===== src/rtl/uart_stat_pkg.sv =====
package uart_stat_pkg;
  typedef enum logic [1:0] {SEL_NONE, SEL_ERR, SEL_FIFO, SEL_MODEM} rd_sel_e;
  localparam int ERR_BITS        = 4;
  localparam int BIT_OVR         = 0;
  localparam int BIT_PAR         = 1;
  localparam int BIT_FRM         = 2;
  localparam int BIT_BRK         = 3;
  localparam int MODEM_LVL_BIT   = 0;
  localparam int MODEM_DELTA_BIT = 4;
endpackage


===== src/rtl/uart_err_sticky.sv =====
module uart_err_sticky
  import uart_stat_pkg::*;
(
  input  logic                clk,
  input  logic                rst,
  input  logic                brk_i,
  input  logic                frm_i,
  input  logic                par_i,
  input  logic                ovr_i,
  input  logic                rx_byte_i,
  input  logic                rx_data_rd_i,
  input  logic                clr_i,
  output logic [ERR_BITS-1:0] err_o
);
  logic [ERR_BITS-1:0] err_q;
  logic [ERR_BITS-1:0] evt;
  logic                stale_q;
  logic                reraise;

  // Overrun is raised again by each new byte until receive data is read.
  assign reraise = stale_q & rx_byte_i;

  always_comb begin
    evt          = '0;
    evt[BIT_BRK] = brk_i;
    evt[BIT_FRM] = frm_i;
    evt[BIT_PAR] = par_i;
    evt[BIT_OVR] = ovr_i | reraise;
  end

  always_ff @(posedge clk) begin
    if (rst) begin
      err_q   <= '0;
      stale_q <= 1'b0;
    end else begin
      err_q   <= (err_q & ~{ERR_BITS{clr_i}}) | evt;
      stale_q <= (stale_q & ~rx_data_rd_i) | ovr_i;
    end
  end

  assign err_o = err_q;


  err_hold_chk: assert property (@(posedge clk) disable iff (rst)
    !clr_i |=> (($past(err_q) & ~err_q) == '0));

  err_clear_chk: assert property (@(posedge clk) disable iff (rst)
    (clr_i && !brk_i && !frm_i && !par_i && !ovr_i && !(stale_q && rx_byte_i))
      |=> (err_q == '0));

  err_keep_chk: assert property (@(posedge clk) disable iff (rst)
    (clr_i && brk_i) |=> err_q[BIT_BRK]);

  ovr_reraise_chk: assert property (@(posedge clk) disable iff (rst)
    (stale_q && rx_byte_i) |=> err_q[BIT_OVR]);
endmodule


===== src/rtl/uart_fifo_word.sv =====
module uart_fifo_word #(
  parameter int DEPTH  = 16,
  parameter int WORD_W = 16,
  localparam int CNT_W = $clog2(DEPTH),
  localparam int LVL_W = CNT_W + 1
) (
  input  logic [LVL_W-1:0]  tx_lvl_i,
  input  logic [LVL_W-1:0]  rx_lvl_i,
  output logic [WORD_W-1:0] word_o
);
  localparam int RX_CNT_LO = 0;
  localparam int TX_CNT_LO = CNT_W;
  localparam int RX_FULL   = 2 * CNT_W;
  localparam int TX_FULL   = 2 * CNT_W + 1;

  logic tx_full, rx_full;

  assign tx_full = (tx_lvl_i >= LVL_W'(DEPTH));
  assign rx_full = (rx_lvl_i >= LVL_W'(DEPTH));

  always_comb begin
    word_o                          = '0;
    word_o[RX_CNT_LO +: CNT_W]      = rx_full ? '0 : rx_lvl_i[CNT_W-1:0];
    word_o[TX_CNT_LO +: CNT_W]      = tx_full ? '0 : tx_lvl_i[CNT_W-1:0];
    word_o[RX_FULL]                 = rx_full;
    word_o[TX_FULL]                 = tx_full;
  end
endmodule


===== src/rtl/uart_cts_watch.sv =====
module uart_cts_watch #(
  parameter int SYNC_STAGES = 2
) (
  input  logic clk,
  input  logic rst,
  input  logic cts_n_i,
  input  logic clr_i,
  output logic cts_act_o,
  output logic delta_o
);
  logic [SYNC_STAGES-1:0] sync_q;
  logic                   ref_q;
  logic                   delta_q;
  logic                   pin_s;
  logic                   changed;

  generate
    if (SYNC_STAGES == 1) begin : g_one
      always_ff @(posedge clk) sync_q <= cts_n_i;
    end else begin : g_chain
      always_ff @(posedge clk) sync_q <= {sync_q[SYNC_STAGES-2:0], cts_n_i};
    end
  endgenerate

  assign pin_s   = sync_q[SYNC_STAGES-1];
  assign changed = (pin_s != ref_q);

  // The reference follows the synchronized pin, and is loaded during reset too.
  always_ff @(posedge clk) ref_q <= pin_s;

  always_ff @(posedge clk) begin
    if (rst) delta_q <= 1'b0;
    else     delta_q <= (delta_q & ~clr_i) | changed;
  end

  assign cts_act_o = ~pin_s;
  assign delta_o   = delta_q;


  cts_delta_set_chk: assert property (@(posedge clk) disable iff (rst)
    changed |=> delta_q);

  cts_delta_hold_chk: assert property (@(posedge clk) disable iff (rst)
    (delta_q && !clr_i) |=> delta_q);
endmodule


===== src/rtl/uart_rx_status.sv =====
module uart_rx_status
  import uart_stat_pkg::*;
#(
  parameter int DEPTH       = 16,
  parameter int WORD_W      = 16,
  parameter int SYNC_STAGES = 2,
  localparam int LVL_W      = $clog2(DEPTH) + 1
) (
  input  logic              clk,
  input  logic              rst,
  input  logic              brk_evt_i,
  input  logic              frm_evt_i,
  input  logic              par_evt_i,
  input  logic              ovr_evt_i,
  input  logic              rx_byte_i,
  input  logic              rx_data_rd_i,
  input  logic [LVL_W-1:0]  tx_lvl_i,
  input  logic [LVL_W-1:0]  rx_lvl_i,
  input  logic              cts_n_i,
  input  logic              rd_err_i,
  input  logic              rd_fifo_i,
  input  logic              rd_modem_i,
  output logic              rd_valid_o,
  output logic [WORD_W-1:0] rd_data_o
);
  rd_sel_e             sel;
  logic [ERR_BITS-1:0] err_flags;
  logic [WORD_W-1:0]   fifo_word;
  logic [WORD_W-1:0]   err_word;
  logic [WORD_W-1:0]   modem_word;
  logic                cts_act;
  logic                cts_delta;
  logic [WORD_W-1:0]   mux_word;

  always_comb begin
    if      (rd_err_i)   sel = SEL_ERR;
    else if (rd_fifo_i)  sel = SEL_FIFO;
    else if (rd_modem_i) sel = SEL_MODEM;
    else                 sel = SEL_NONE;
  end

  uart_err_sticky u_err (
    .clk          (clk),
    .rst          (rst),
    .brk_i        (brk_evt_i),
    .frm_i        (frm_evt_i),
    .par_i        (par_evt_i),
    .ovr_i        (ovr_evt_i),
    .rx_byte_i    (rx_byte_i),
    .rx_data_rd_i (rx_data_rd_i),
    .clr_i        (sel == SEL_ERR),
    .err_o        (err_flags)
  );

  uart_fifo_word #(.DEPTH(DEPTH), .WORD_W(WORD_W)) u_fifo (
    .tx_lvl_i (tx_lvl_i),
    .rx_lvl_i (rx_lvl_i),
    .word_o   (fifo_word)
  );

  uart_cts_watch #(.SYNC_STAGES(SYNC_STAGES)) u_cts (
    .clk       (clk),
    .rst       (rst),
    .cts_n_i   (cts_n_i),
    .clr_i     (sel == SEL_MODEM),
    .cts_act_o (cts_act),
    .delta_o   (cts_delta)
  );

  always_comb begin
    err_word                  = '0;
    err_word[ERR_BITS-1:0]    = err_flags;
    modem_word                = '0;
    modem_word[MODEM_LVL_BIT]   = cts_act;
    modem_word[MODEM_DELTA_BIT] = cts_delta;
    case (sel)
      SEL_ERR:   mux_word = err_word;
      SEL_FIFO:  mux_word = fifo_word;
      SEL_MODEM: mux_word = modem_word;
      default:   mux_word = '0;
    endcase
  end

  always_ff @(posedge clk) begin
    if (rst) begin
      rd_valid_o <= 1'b0;
      rd_data_o  <= '0;
    end else begin
      rd_valid_o <= (sel != SEL_NONE);
      rd_data_o  <= mux_word;
    end
  end


  rd_valid_chk: assert property (@(posedge clk) disable iff (rst)
    (rd_err_i || rd_fifo_i || rd_modem_i) |=> rd_valid_o);

  rd_idle_chk: assert property (@(posedge clk) disable iff (rst)
    !(rd_err_i || rd_fifo_i || rd_modem_i) |=> !rd_valid_o);

  rd_prio_chk: assert property (@(posedge clk) disable iff (rst)
    (rd_err_i && rd_modem_i && cts_delta) |=> cts_delta);
endmodule


===== config.mk =====
export PLATFORM = sky130hd
export DESIGN_NAME = uart_rx_status
export DESIGN_NICKNAME = d
export VERILOG_FILES = /design/src/rtl/uart_stat_pkg.sv /design/src/rtl/uart_err_sticky.sv /design/src/rtl/uart_fifo_word.sv /design/src/rtl/uart_cts_watch.sv /design/src/rtl/uart_rx_status.sv
export SDC_FILE = /design/constraint.sdc
export NUM_CORES = 1
export LEC_CHECK = 0
export BUFFER_PORTS_ARGS = -buffer_cell sky130_fd_sc_hd__clkbuf_2
export CORE_UTILIZATION = 41
export DETAILED_ROUTE_END_ITERATION = 6
export GPL_ROUTABILITY_DRIVEN = 0
export GPL_TIMING_DRIVEN = 0
export PLACE_DENSITY = 0.72
export SYNTH_ARGS = -nofsm -noshare
export SYNTH_HDL_FRONTEND = slang
export SYNTH_SLANG_ARGS = --single-unit

===== constraint.sdc =====
create_clock -name clk -period 0.9 [get_ports clk]
set_input_delay 0.09 -clock clk [delete_from_list [all_inputs] [get_ports clk]]
set_output_delay 0.09 -clock clk [all_outputs]
set_load 0.02 [all_outputs]

Yosys cells after proc, flatten, opt, wreduce, memory -nomap -nowiden
Cells that the tools add are included.
Operators by class
  equal/unequal tests: 4
  reductions and logical operators: 1
  shifts and indexed selects: 0
  add/sub/neg operators: 0
  multiply operators: 0
  div/mod/pow operators: 0
  magnitude comparators: 2
  muxes and demuxes: 6
  bitwise logic cells: 12
Operator list (count)
  $pmux W10 S3: 1
  $ge A5 B5 Y1 const B: 2
  $mux W4: 2
  $mux W2: 3
  $and A4 B4 Y4: 1
  $eq A2 B2 Y1 const B: 2
  $not A4 Y4: 1
  $or A4 B4 Y4: 1
  $and A1 B1 Y1: 3
  $not A1 Y1: 3
  $or A1 B1 Y1: 3
  $eq A2 B1 Y1 const B: 1
  $reduce_bool A2 Y1: 1
  $ne A1 B1 Y1: 1
Storage, ports and cells
  bits in writable memories: 0
  bits in read-only memories: 0
  latch bits: 0
  output and inout bits: 17
  input port bits: 22
  logic and storage cells: 32
  register bits: 26
  memories: 0

Depth between registers and ports, before layout
  word-level depth: 7
  mapped depth: 4
  depth with buffers taken out: 3

Cells and area by module
Synthesis repeated with hierarchy kept, for this count alone.
Second synthesis, totals
  cell total of the unflattened synthesis: 100
  area, all modules: 978.4 um^2
By module, submodules not included
  uart_rx_status: cells an instance 53, instances 1, area each 576.8 um^2, seq. area each 340.3 um^2
  uart_err_sticky: cells an instance 20, instances 1, area each 176.4 um^2, seq. area each 100.1 um^2
  uart_fifo_word: cells an instance 19, instances 1, area each 121.4 um^2, seq. area each 0.0 um^2
  uart_cts_watch: cells an instance 8, instances 1, area each 103.8 um^2, seq. area each 80.1 um^2

Worst setup path before layout
No wires, ideal clock.
  kind: reg2reg
  start point: register u_cts.sync_q[1]
  end point: register rd_data_o[0]
  data arrival time: 625 ps
  required time: 778 ps
  path slack: 153 ps
  cell stages (with the launch flop): 4
  period minus slack after synthesis: 747 ps
  buffers on the path: 0
  setup time: 122 ps
  cell sequence: dfxtp_1 -> nor4b_1 -> a221oi_1 -> nor2_1
Between the ends
  cells in the longest elaborated chain, start to end: 2
RTL lines
  from (decl): line uart_cts_watch.sv:11  | logic [SYNC_STAGES-1:0] sync_q;
  from (signal assigned): line uart_cts_watch.sv:21  | always_ff @(posedge clk) sync_q <= {sync_q[SYNC_STAGES-2:0], cts_n_i};
  $not A1 Y1: line uart_cts_watch.sv:36  | assign cts_act_o = ~pin_s;
  $pmux W10 S3: line uart_rx_status.sv:76  | case (sel)
  to (signal assigned): line uart_rx_status.sv:90  | rd_data_o <= mux_word;
  to (decl): line uart_rx_status.sv:24  | output logic [WORD_W-1:0] rd_data_o
No other way between the ends.
A chain may end at the register's enable or synchronous reset.

Final worst setup path
  start point: register rd_data_o[7]
  end point: output rd_data_o[7]
No word-level cell between the ends.

==> out/metrics.cfg <==
[sta]
min_period_ns=0.8586
fin_skew_ns=0.001648
post-route-period-util_pct=95.40
rsz0062_at_grt=false
max_freq_mhz=1165
slew_viol_final=0
tns_ns=0
finalSetupViolCount=0
holdWs_ns=0.01506
hold_violations=0

[synth]
synth.avg_cell_area_um2=9.753
yosysWarningCount=0
yosys.area_share.xor_xnor_pct=1.230
yosys.area_share.simple_pct=21.44
synth_adder_area_share_pct=0
netlist_instances=73
ys_top_cells_by_area=dfxtp_1 (56%), buf_4 (6.3%), a21oi_1 (5.6%), nor2_1 (3.7%), and2_1 (3.5%)
synth_top_area_share_pct=56.24
synth_compound_area_share_pct=9.842
synth_top_area_cell=dfxtp_1
synthesis.area_um2=711.9
synth-seq-cells=20
yosysSeqAreaShare_pct=56.24
synth_top_family_by_area=simple AND/OR/NAND/NOR gates
ys_types=23
muxShareOfSynthArea_pct=0

[drt]
drtIter0Drc=7
routed_wl_um=1353
ant_nets=0
routedWlPerCell_um=9.949
vias_per_cell=4.404
drc=2
vias=599
first_pass_iters=6

[floorplanning]
die_x_um=43.67
core_mm2=0.001559
dieArea_mm2=0.001907
num_rows=14
start_util_pct=45.67
die_h_um=43.67
ios=39

[layout]
fillers=138
area_delta_synth_final_pct=44.82
diodes=0
fin_util_pct=66.13
final_layout_size_suffix_gt1_share_pct=38.33
num-nets-final=143
final_cells=136

[critical_path]
critPathMaxStageDelay_ns=0.32
crit_buf_inv=1
critical_path_class=flip-flop to output port
cpLargestDelayFamily=flip-flops
arrival_ns=0.77
r2r_end=rd_data_o[0]$_SDFF_PP0_
reg2regPathDepth=3
slowest_stage=dfxtp_1
end_kind=output port
crit_start=rd_data_o[7]$_SDFF_PP0_
critical_path_depth=1
cp_max_fo=1
critPathRequiredTime_ns=0.81
critical_path.cell_chain=clkbuf_2
ff2ff_setup_slack_ns=0.08
startpoint_type=flip-flop
r2r_start=u_cts.sync_q[1]$_DFF_P_
endpoint=rd_data_o[7]

[power_and_ir_drop]
power.internal_mw=1.303
p_sw_share_pct=23.32
sequentialPowerShare_pct=55.6
p_comb_share_pct=14.9
p_per_area_mw_per_mm2=1648
clkPwrFrac_pct=29.5
p_sw_mw=0.3963
p_total_mw=1.699
ir_worst_vdd_uv=985.0
power_leakage_nw=0.5228

[place]
portBuffers=31
place_inst=125
hpwl_um=951.8

[clocking]
cts_tree=done
cts-root-buf=clkbuf_4
clk_path_buf_depth=2
postCtsSetupBuffers=0
cts_max_level=1
insertion_delay_ns=0.29
path_clk_slew_ns=0.11
cts_sinks=20
cts_buffers=3

[global_route]
antenna_found_initial=0
grt_pass1_vias=459
grt_max_degree=12
grt_overflow=0
grt_pass1_wl_um=2097
grtUsageTotal_pct=15.85

[outcome]
violations=design-rule violations
status=finished, violations left

[min_path]
hold_class=primary input to flip-flop
holdCritStartpoint=ovr_evt_i

[job]
maxCapViolCount=0

## how the worst min path moves through the flow
stage                                end  slack [ns]  depth (start not counted)
6_report        u_err.stale_q$_SDFF_PP0_        0.02                          3
5_1_grt         u_err.stale_q$_SDFF_PP0_       0.008                          3
4_1_cts        u_err.err_o[3]$_SDFF_PP0_       0.006                          3
3_5_place_dp     u_cts.sync_q[0]$_DFF_P_        0.20                          1
3_3_place_gp     u_cts.sync_q[0]$_DFF_P_        0.19                          1
2_1_floorplan    u_cts.sync_q[0]$_DFF_P_        0.12                          0
## synthesized netlist by cell type
cell type / n
inv_1: 4
nand3b_1: 1
buf_2: 1
nor4b_2: 1
a21oi_1: 8
nor2b_1: 1
xnor2_1: 1
and3_1: 2
nor4b_1: 1
nor3_1: 1
a221oi_1: 2
nand2_1: 4
conb_1: 1
buf_6: 1
or2_4: 1
dfxtp_1: 20
buf_4: 6
o31ai_1: 1
and2_1: 4
nor2_1: 7
and2b_1: 1
nand3_1: 3
o21ai_0: 1
## layer usage
layer	up-vias	GRT usage [%]	share of wire (%)	wire, um
met5	-	0	0	0
met4	0	9.375	0.81	11
met3	2	5.833	6.4	87
met2	20	24.18	49	661
met1	254	19.05	44	593
li1	323	-	-	-
## layout make-up
type | count | area (um^2) | share of cell area [%]
inverters | 4 | 15.01 | 1.456
flip-flops and latches | 20 | 400.4 | 38.83
well taps | 16 | 20.02 | 1.942
clock buffers | 4 | 36.28 | 3.519
plain buffers | 8 | 61.31 | 5.947
repair buffers | 38 | 237.7 | 23.06
multi-input cells | 46 | 260.3 | 25.24
## logic make-up after synthesis
| kind of cell | after synthesis |
|---|---|
| other | 1 |
| DFF | 20 |
| and+or+nand+nor | 27 |
| buffers and inverters | 12 |
| xor gates and xnor gates | 1 |
| AOI/OAI and AO/OA | 12 |
## per-stage QoR
stage	worst slack, ns	area, um^2
finish	0.04141	1031
CTS	0.02782	1002
detailed placement	0.009550	905.9
global route	0.00008615	1031
floorplan	0.1531	730.7
global placement	0.01349	905.9
## power by group through the flow
stage | Sequential (mW) | Combinational, mW | Clock, mW
after floorplan | 0.985 | 0.119 | 0
after global placement | 0.964 | 0.215 | 0
after detailed placement | 0.966 | 0.218 | 0
after CTS | 0.945 | 0.239 | 0.516
after global routing | 0.950 | 0.275 | 0.568
final | 0.945 | 0.253 | 0.501
## layout by cell type, fill, tap and decap left out
cell type	netlist	final
a21oi_1	8	8
a221oi_1	2	2
and2_1	4	4
and2b_1	1	1
and3_1	2	2
buf_2	1	5
buf_4	6	11
buf_6	1	1
clkbuf_2	0	22
clkbuf_4	0	3
clkbuf_8	0	1
conb_1	1	6
dfxtp_1	20	20
dlygate4sd3_1	0	7
inv_1	4	4
nand2_1	4	4
nand3_1	3	3
nand3b_1	1	1
nor2_1	7	7
nor2b_1	1	1
nor3_1	1	1
nor4b_2	1	2
o21ai_0	1	1
o31ai_1	1	1
or2_4	1	1
xnor2_1	1	1
## sequential cells by signal (all words and copies together), names as in the netlist
signal	flops
u_cts.delta_o	1
u_cts.ref_q	1
rd_data_o	10
u_err.stale_q	1
rd_valid_o	1
u_err.err_o	4
u_cts.sync_q	2
## timing repair
action,in CTS,in global routing
hold buffers,6,1
hold endpoints to repair,6,1
gates resized for setup,0,15
setup endpoints to repair,0,10
Note: power is estimated with default switching activity, not from simulation.
